==> src/rtl/gpio_irq_pkg.sv <==
package gpio_irq_pkg;

    localparam logic [7:0] OFF_DATA  = 8'h00;
    localparam logic [7:0] OFF_OUT   = 8'h04;
    localparam logic [7:0] OFF_DIR   = 8'h08;
    localparam logic [7:0] OFF_MASK  = 8'h0C;
    localparam logic [7:0] OFF_POL   = 8'h10;
    localparam logic [7:0] OFF_EDGE  = 8'h14;
    localparam logic [7:0] OFF_ROUTE = 8'h20;

    // {edge, polarity}
    typedef enum logic [1:0] {
        TRIG_LOW  = 2'b00,
        TRIG_HIGH = 2'b01,
        TRIG_FALL = 2'b10,
        TRIG_RISE = 2'b11
    } trig_e;

    typedef struct packed {
        logic       en;
        logic [4:0] idx;
    } route_t;

    function automatic route_t route_decode(input logic [7:0] b);
        route_t r;
        r.en  = b[7];
        r.idx = b[4:0];
        return r;
    endfunction

    function automatic logic [7:0] route_encode(input route_t r);
        return {r.en, 2'b00, r.idx};
    endfunction

    function automatic logic trig_hit(input trig_e t, input logic cur, input logic prev);
        case (t)
            TRIG_LOW:  return ~cur;
            TRIG_HIGH: return cur;
            TRIG_FALL: return ~cur & prev;
            default:   return cur & ~prev;
        endcase
    endfunction

endpackage

==> src/rtl/gpio_in_sync.sv <==
module gpio_in_sync #(
    parameter int NUM_LINES = 32
) (
    input  logic                 clk,
    input  logic                 rst,
    input  logic [NUM_LINES-1:0] pin_i,
    output logic [NUM_LINES-1:0] cur_o,
    output logic [NUM_LINES-1:0] prev_o
);
    logic [NUM_LINES-1:0] meta_q, cur_q, prev_q;

    always_ff @(posedge clk) begin
        if (rst) begin
            meta_q <= '0;
            cur_q  <= '0;
            prev_q <= '0;
        end else begin
            meta_q <= pin_i;
            cur_q  <= meta_q;
            prev_q <= cur_q;
        end
    end

    assign cur_o  = cur_q;
    assign prev_o = prev_q;
endmodule

==> src/rtl/gpio_trig_detect.sv <==
module gpio_trig_detect
    import gpio_irq_pkg::*;
#(
    parameter int NUM_LINES = 32
) (
    input  logic [NUM_LINES-1:0] cur_i,
    input  logic [NUM_LINES-1:0] prev_i,
    input  logic [NUM_LINES-1:0] pol_sel,
    input  logic [NUM_LINES-1:0] edge_sel,
    input  logic [NUM_LINES-1:0] mask_i,
    output logic [NUM_LINES-1:0] hit_o
);
    for (genvar i = 0; i < NUM_LINES; i++) begin : g_line
        trig_e kind;
        assign kind     = trig_e'({edge_sel[i], pol_sel[i]});
        assign hit_o[i] = mask_i[i] & trig_hit(kind, cur_i[i], prev_i[i]);
    end
endmodule

==> src/rtl/gpio_irq_router.sv <==
module gpio_irq_router
    import gpio_irq_pkg::*;
#(
    parameter int NUM_LINES = 32,
    parameter int NUM_IRQ   = 4
) (
    input  logic [NUM_LINES-1:0]         hit_i,
    input  route_t [NUM_LINES-1:0]       route_i,
    output logic [NUM_IRQ-1:0]           irq_o
);
    for (genvar j = 0; j < NUM_IRQ; j++) begin : g_out
        always_comb begin
            irq_o[j] = 1'b0;
            for (int i = 0; i < NUM_LINES; i++) begin
                if (hit_i[i] && route_i[i].en && route_i[i].idx == 5'(j))
                    irq_o[j] = 1'b1;
            end
        end
    end
endmodule

==> src/rtl/gpio_irq_ctrl.sv <==
module gpio_irq_ctrl
    import gpio_irq_pkg::*;
#(
    parameter int NUM_LINES = 32,
    parameter int NUM_IRQ   = 4,
    parameter int ADDR_W    = 8
) (
    input  logic                 clk,
    input  logic                 rst,
    input  logic                 bus_valid,
    input  logic                 bus_write,
    input  logic [ADDR_W-1:0]    bus_addr,
    input  logic [31:0]          bus_wdata,
    output logic [31:0]          bus_rdata,
    input  logic [NUM_LINES-1:0] pin_in,
    output logic [NUM_LINES-1:0] pin_out,
    output logic [NUM_LINES-1:0] pin_oe,
    output logic [NUM_IRQ-1:0]   irq_o
);
    localparam int ROUTE_WORDS = (NUM_LINES + 3) / 4;
    localparam int WORD_W      = ADDR_W - 2;

    logic [NUM_LINES-1:0] out_q, dir_q, mask_q, pol_q, edge_q;
    route_t [NUM_LINES-1:0] route_q;
    logic [NUM_LINES-1:0] cur, prev, hit;

    logic              aligned, wr_en, route_sel;
    logic [WORD_W-1:0] route_word;

    assign aligned    = (bus_addr[1:0] == 2'b00);
    assign wr_en      = bus_valid & bus_write & aligned;
    assign route_word = bus_addr[ADDR_W-1:2] - WORD_W'(OFF_ROUTE >> 2);
    assign route_sel  = aligned && (bus_addr >= ADDR_W'(OFF_ROUTE))
                        && (route_word < WORD_W'(ROUTE_WORDS));

    always_ff @(posedge clk) begin
        if (rst) begin
            out_q   <= '0;
            dir_q   <= '0;
            mask_q  <= '0;
            pol_q   <= '0;
            edge_q  <= '0;
            route_q <= '0;
        end else if (wr_en) begin
            case (bus_addr)
                ADDR_W'(OFF_OUT):  out_q  <= bus_wdata[NUM_LINES-1:0];
                ADDR_W'(OFF_DIR):  dir_q  <= bus_wdata[NUM_LINES-1:0];
                ADDR_W'(OFF_MASK): mask_q <= bus_wdata[NUM_LINES-1:0];
                ADDR_W'(OFF_POL):  pol_q  <= bus_wdata[NUM_LINES-1:0];
                ADDR_W'(OFF_EDGE): edge_q <= bus_wdata[NUM_LINES-1:0];
                default: begin
                    for (int i = 0; i < NUM_LINES; i++) begin
                        if (route_sel && route_word == WORD_W'(i / 4))
                            route_q[i] <= route_decode(bus_wdata[(i % 4) * 8 +: 8]);
                    end
                end
            endcase
        end
    end

    always_comb begin
        bus_rdata = '0;
        if (aligned) begin
            case (bus_addr)
                ADDR_W'(OFF_DATA): bus_rdata = 32'(cur);
                ADDR_W'(OFF_OUT):  bus_rdata = 32'(out_q);
                ADDR_W'(OFF_DIR):  bus_rdata = 32'(dir_q);
                ADDR_W'(OFF_MASK): bus_rdata = 32'(mask_q);
                ADDR_W'(OFF_POL):  bus_rdata = 32'(pol_q);
                ADDR_W'(OFF_EDGE): bus_rdata = 32'(edge_q);
                default: begin
                    for (int i = 0; i < NUM_LINES; i++) begin
                        if (route_sel && route_word == WORD_W'(i / 4))
                            bus_rdata[(i % 4) * 8 +: 8] = route_encode(route_q[i]);
                    end
                end
            endcase
        end
    end

    gpio_in_sync #(.NUM_LINES(NUM_LINES)) sync_i (
        .clk(clk), .rst(rst), .pin_i(pin_in), .cur_o(cur), .prev_o(prev)
    );

    gpio_trig_detect #(.NUM_LINES(NUM_LINES)) trig_i (
        .cur_i(cur), .prev_i(prev), .pol_sel(pol_q), .edge_sel(edge_q),
        .mask_i(mask_q), .hit_o(hit)
    );

    gpio_irq_router #(.NUM_LINES(NUM_LINES), .NUM_IRQ(NUM_IRQ)) route_i (
        .hit_i(hit), .route_i(route_q), .irq_o(irq_o)
    );

    assign pin_out = out_q;
    assign pin_oe  = dir_q;
endmodule

==> config.mk <==
export PLATFORM = sky130hd
export DESIGN_NAME = gpio_irq_ctrl
export DESIGN_NICKNAME = d
export VERILOG_FILES = /design/src/rtl/gpio_irq_pkg.sv /design/src/rtl/gpio_in_sync.sv /design/src/rtl/gpio_trig_detect.sv /design/src/rtl/gpio_irq_router.sv /design/src/rtl/gpio_irq_ctrl.sv
export SDC_FILE = /design/constraint.sdc
export NUM_CORES = 1
export LEC_CHECK = 0
export BUFFER_PORTS_ARGS = -buffer_cell sky130_fd_sc_hd__buf_2
export CAP_MARGIN = 20
export CORE_UTILIZATION = 25
export DETAILED_ROUTE_END_ITERATION = 7
export HOLD_SLACK_MARGIN = 0.06
export PLACE_DENSITY = 0.52
export SYNTH_ARGS = -nofsm -noshare
export SYNTH_HDL_FRONTEND = slang
export SYNTH_SLANG_ARGS = --single-unit
==> constraint.sdc <==
create_clock -name clk -period 2.71 [get_ports clk]
set_input_delay 0.542 -clock clk [delete_from_list [all_inputs] [get_ports clk]]
set_output_delay 0.542 -clock clk [all_outputs]
set_load 0.02 [all_outputs]
* After elaboration in Yosys (flattened, before gate mapping)
Cells that the tools add are included.
** Storage, ports and cells
- RAM bits :: 0
- Memories :: 0
- Logic and storage cells :: 855
- Bits in read-only memories :: 0
- Register bits :: 448
- Output and inout port bits :: 100
- Input port bits :: 76
- Latch bits :: 0
** Cells by class
- $lt $le $gt $ge :: 2
- Mux-type cells :: 194
- Shift-type cells :: 0
- $add $sub $neg :: 1
- Equality and inequality tests :: 172
- Div/mod/pow operators :: 0
- Multiply operators :: 0
- Bitwise gates (word level) :: 163
- Reductions and logical operators :: 251
** Operators by type and width (number)
- 5-bit by 2-bit equality test with 1-bit output, second input constant :: 64
- 8-bit two-way mux :: 32
- 32-bit one-hot mux with 6 select lines :: 1
- 1-bit logical AND :: 170
- 5-bit by 1-bit equality test with 1-bit output, second input constant :: 32
- 5-bit logical NOT :: 32
- 1-bit two-way mux :: 128
- 1-bit bitwise AND :: 98
- 1-bit one-hot mux with 3 select lines :: 32
- 2-bit logical NOT :: 33
- 1-bit NOT :: 65
- 2-bit by 1-bit equality test with 1-bit output, second input constant :: 32
- 2-bit equality test, second input constant :: 32
- 32-bit two-way mux :: 1
- 6-bit by 3-bit equality test with 1-bit output, second input constant :: 4
- 3-bit AND reduction :: 8
- 8-bit by 4-bit equality test with 1-bit output, second input constant :: 2
- 8-bit by 5-bit equality test with 1-bit output, second input constant :: 2
- 6-bit by 2-bit equality test with 1-bit output, second input constant :: 2
- 2-bit AND reduction :: 5
- 8-bit by 3-bit equality test with 1-bit output, second input constant :: 1
- 8-bit by 6-bit >= comparator with 1-bit output, second input constant :: 1
- 8-bit logical NOT :: 1
- 6-bit by 1-bit equality test with 1-bit output, second input constant :: 1
- 4 further kinds :: 4

* Longest topological paths before layout
- Depth after elaboration :: 38
- Mapped depth :: 11
- Gate-level depth less buffers :: 8

* By module
A second synthesis with hierarchy kept.
** Second synthesis, totals
- Cells, all modules :: 2743
- Area total of the unflattened synthesis :: 22724.3 um2
** Modules (own cells, without submodules)
- gpio_irq_ctrl :: sequential area each 7046.8 um2, area an instance 17146.4 um2, cells an instance 2105, instances 1
- gpio_in_sync :: sequential area each 1921.8 um2, area an instance 2600.0 um2, cells an instance 202, instances 1
- gpio_irq_router :: sequential area each 0.0 um2, area an instance 1696.6 um2, cells an instance 276, instances 1
- gpio_trig_detect :: sequential area each 0.0 um2, area an instance 1281.2 um2, cells an instance 160, instances 1

* Worst setup path after synthesis
Ideal clock, no wire load.
- Kind :: in2out
- Start point :: input port bus_addr[5]
- End point :: output port bus_rdata[3]
- Stages :: 10
- Buffers on the path :: 2
- Arrival :: 2663 ps
- Required time :: 2168 ps
- Setup slack :: -495 ps
- Cell sequence :: buf_2 -> inv_2 -> ha_1 -> xor2_1 -> or3_1 -> buf_2 -> nor2_4 -> a22oi_1 -> and3_1 -> a2111oi_2
** On the way
- Word-level cells in the longest chain between the ends :: 14
- Elaborated cells between the ends (all ways) :: 37
- Classes of those cells :: add/sub (1); order compare (2); eq/ne (12); mux (10); reduce/logical (12)
** RTL lines
- start: declaration :: RTL line gpio_irq_ctrl.sv:12 : input logic [ADDR_W-1:0] bus_addr,
- 6-bit by 4-bit subtractor with 6-bit output or 8-bit by 6-bit >= comparator with 1-bit output (tied branches) :: RTL line gpio_irq_ctrl.sv:32, gpio_irq_ctrl.sv:33
- 6-bit by 4-bit < comparator with 1-bit output or 1-bit logical AND (tied branches) :: RTL line gpio_irq_ctrl.sv:34, gpio_irq_ctrl.sv:33
- 1-bit logical AND :: RTL line gpio_irq_ctrl.sv:34 : && (route_word < WORD_W'(ROUTE_WORDS));
- 1-bit logical AND :: RTL line gpio_irq_ctrl.sv:73 : if (route_sel && route_word == WORD_W'(i / 4))
- 8-bit two-way mux (8 in series) :: RTL line gpio_irq_ctrl.sv:73
- 32-bit one-hot mux with 6 select lines (*) :: RTL line gpio_irq_ctrl.sv:64 : case (bus_addr)
- 32-bit two-way mux (*) :: RTL line gpio_irq_ctrl.sv:63 : if (aligned) begin
- end: declaration :: RTL line gpio_irq_ctrl.sv:14 : output logic [31:0] bus_rdata,
Mark *: on every way between the ends. The rest lies on a longest branch, timed or not.

* Worst setup path after layout
- Start point :: register sync_i.cur_q[28] (netlist: sync_i.cur_o[28])
- End point :: output port irq_o[3]
** On the way
- Word-level cells in the longest chain between the ends :: 10
- Elaborated cells between the ends (all ways) :: 11
- Classes of those cells :: mux (5); bitwise (4); reduce/logical (2)
** RTL lines
- start: declaration :: RTL line gpio_in_sync.sv:10 : logic [NUM_LINES-1:0] meta_q, cur_q, prev_q;
- start signal: assignment :: RTL line gpio_in_sync.sv:19 : cur_q <= meta_q;
- 1-bit NOT :: RTL line gpio_irq_pkg.sv:37, gpio_irq_pkg.sv:39
- 1-bit bitwise AND :: RTL line gpio_irq_pkg.sv:39 : TRIG_FALL: return ~cur & prev;
- 1-bit one-hot mux with 3 select lines (*) :: RTL line gpio_irq_pkg.sv:36 : case (t)
- 1-bit bitwise AND (*) :: RTL line gpio_trig_detect.sv:16 : assign hit_o[i] = mask_i[i] & trig_hit(kind, cur_i[i], prev_i[i]);
- 1-bit logical AND (*) (2 in series) :: RTL line gpio_irq_router.sv:15 : if (hit_i[i] && route_i[i].en && route_i[i].idx == 5'(j))
- 1-bit two-way mux (*) (4 in series) :: RTL line gpio_irq_router.sv:15
- end: declaration :: RTL line gpio_irq_ctrl.sv:18 : output logic [NUM_IRQ-1:0] irq_o
Marked as above.

==> qor.txt <==
Post-synth ARST share -> 0%
Cell Int Power -> 11.4 mW
max-slew violations -> 0
Mapped Cells -> 2596
Die H -> 289 um
TritonCTS buffer count -> 53
# fillers -> 8483
Post-Synth XOR/XNOR Area -> 2.80%
antenna diode count -> 0
Most common cell on crit path -> nand4_1
Lkg Pwr -> 10.4 nW
GRT Util Overall -> 26.1%
failing checks -> setup timing
Worst path top cell family by delay -> simple AND/OR/NAND/NOR gates
placeable core area -> 81800 sq um
wire length on met3 -> 8690 um
setup tns final -> -6560 ps
number of synthesized flops with an enable pin -> 0
Syn Std Cell Area -> 20600 sq um
CTS max path bufs -> 3
Multi-input gate area -> 12100 sq um
CTS tree -> yes
#FFs+latches synth -> 448
CP max FO -> 4
Sink Count -> 448
syn avg cell area -> 7.95 sq um
Std-Cell Rows -> 105
Cell Chain, Critical Path -> xor2_1 -> buf_4 -> nor4_4 -> nand4_1 -> o2111ai_2 -> nor4_2 -> nand4_1 -> buf_6
Placer Congestion -> 1.08
Yosys cell types -> 65
I/O Pins -> 176
measured slew at the worst slew-check pin -> 660 ps
largest family of logic cells by synthesized area -> simple AND/OR/NAND/NOR gates
Final Hold Vio Count -> 0
relative slew slack -> 55.5%
drt initial violations -> 2318
first-pass GRT wire length -> 155000 um
commonest non-fill, non-tap cell in the layout -> nand2_1
HP Class -> in2reg
Clk Tree Root Cell -> clkbuf_16
layout cells sized above 1 -> 30.5%
maximum VDD drop -> 410 uV
crit path from -> sync_i.cur_o[28]$_SDFF_PP0_
Simple-Gate Fraction of Synth Area -> 27.7%
combinational power share -> 7.1%
HPWL after DPL -> 83100 um
Starting Density -> 25.2%
max incr delay on CP -> 400 ps
Residual DRC -> 0
post-synthesis mux area share -> 6.69%
Post-Syn Nets -> 2673
clk_lat worst skew -> 630 ps
FMAX -> 313 MHz
die area -> 83700 sq um
HP Start -> pin_in[9]
vias in the first global route -> 20000
WS Path Type -> reg2out
RR Startpoint -> route_q[175]$_SDFFE_PP0P_
post-synth top area share -> 43.4%
Final Worst Setup Slack -> -486 ps
detailed-route wire length per cell -> 27.3 um
Routed Antenna Nets -> 0
Final Critical Period -> 3200 ps
Bufs and invs on worst path -> 2
DR WL met2 -> 49600 um
WL final -> 112000 um
grt ovf -> 0
largest net degree at the start of global routing -> 73
Max Cap Viol -> 0
Post-Synth Adder-Cell Area -> 0.0606%
NetSw -> 3.81 mW
most frequent cells in the layout -> nand2_1, dfxtp_1, a21oi_1
Top FF cell, synth -> dfxtp_1
outcome -> complete, but fails checks
hold-fix buffers at CTS -> 0
drt pass-1 iters -> 6
Final setup viols -> 30
Critical Path End Type -> output port
H-Tree Depth -> 2
Sw Ratio -> 25.0%
Req. time, crit path -> 2170 ps
Pwr per Cell Area -> 524 nW/um^2
IO buf count -> 175
clock share of power -> 49.0%
Worst Path Arrival -> 2650 ps
complex-gate fraction of the synthesized area -> 14.9%
Area contributors post-synth -> dfxtp_1, nand2_1, a21oi_1, mux4_2, nor2b_1
slowest CP cell -> nor4_4
Tcrit/Tclk final -> 118%
highest routed layer -> met5
DR vias -> 21600
crit start category -> flop
Seq pwr share -> 43.8%
Sequential cell area -> 9040 sq um
area leader, netlist -> dfxtp_1
unrepaired setup endpoints after global routing -> true
share of the yosys chip area belonging to registers -> 43.4%
Layout area overhead -> 40.9%
initial antenna violation count -> 4
Via density -> 5.26
fin util -> 35.5%
clk slew on worst S/H paths -> 60 ps
chip width -> 289 um
Synth Warn # -> 0
Final #Nets -> 3065
wl on met1 -> 47100 um
Final Skew -> 28.1 ps
[final cells by class]
cell class | instances | share of cell area [%]
clock buffers | 78 | 5.23
repair buffers | 524 | 16.2
inverters | 15 | 0.219
clock inverters | 17 | 0.929
multi-input cells | 1946 | 41.7
well taps | 1070 | 4.60
flip-flops and latches | 448 | 31.1
[worst register-to-register path: cells and delay by family, from the launching register on]
family	cells	cell delay, ps
AOI/OAI and AO/OA	1	150
DFF	1	650
and+or+nand+nor	1	90
[power groups by stage]
| stage | Combinational (mW) | Sequential [mW] | Clock, mW |
|---|---|---|---|
| finish | 1.09 | 6.68 | 7.47 |
| global route | 1.11 | 6.68 | 7.86 |
| CTS | 1.05 | 6.68 | 7.60 |
| detailed placement | 0.932 | 6.83 | 0 |
| global placement | 0.937 | 6.83 | 0 |
| floorplan | 0.429 | 6.81 | 0 |
[worst paths after layout]
check | cells after the start | slack, ps | to
max reg2reg | 2 | 1750 | route_q[175]$_SDFFE_PP0P_
min | 2 | 120 | sync_i.meta_q[9]$_SDFF_PP0_
max | 8 | -490 | irq_o[3]
min reg2reg | 1 | 420 | sync_i.cur_o[1]$_SDFF_PP0_
[logic make-up (layout without fill, tap and decap cells)]
logic type	after synthesis	in the layout
compound gates	546	546
flops	448	448
simple gates	1239	1239
fa+ha+maj	1	1
xor+xnor	66	66
mux	94	94
buf+inv	202	634
[timing repair]
action,in CTS,in global routing
endpoints found under the setup margin,36,35
pin swaps,86,57
cloned,5,1
buffers inserted,34,18
gates resized for setup,372,94
[metrics by stage]
step / cells / cell area (sq um) / power [mW] / setup slack [ps] / hold slack, ps
global route: 4098 / 29100 / 15.7 / -508 / 109
CTS: 4089 / 28600 / 15.3 / -432 / 85.1
detailed placement: 3959 / 25100 / 7.76 / -865 / 423
finish: 4098 / 29100 / 15.2 / -486 / 118
global placement: 3958 / 25100 / 7.76 / -871 / 419
floorplan: 2596 / 20900 / 7.24 / -137 / 414
[routing by layer]
metal	vias up	global-route usage (%)
met1	10600	34.6
met3	237	4.72
li1	9723	-
met2	991	40.3
met4	4	13.3
met5	-	0
[cells in the mapped netlist (all sizes together), types with 3 or more instances]
library cell	number
o22ai	30
mux2i	39
nor2b	97
a211oi	10
a221oi	3
clkbuf	118
mux2	22
o31ai	3
nand2	817
nor2	68
and2	3
xor2	32
o2111ai	6
nand3	56
a211o	4
nor3	25
nand2b	6
and3	7
a22oi	18
a21oi	374
o221ai	11
inv	14
nand4	45
nand3b	31
a221o	9
a41oi	3
mux4	33
a222oi	3
nor4	37
nand4b	39
o21ai	50
a22o	7
a2111oi	3
a31oi	6
buf	69
xnor2	34
dfxtp	448
[flip-flops by register name (all words and copies together) (netlist names)]
register / count
mask_q: 32
sync_i.meta_q: 32
sync_i.prev_o: 32
pol_q: 32
sync_i.cur_o: 32
pin_out: 32
edge_q: 32
route_q: 192
pin_oe: 32
Power figures use the tool's default switching activity.
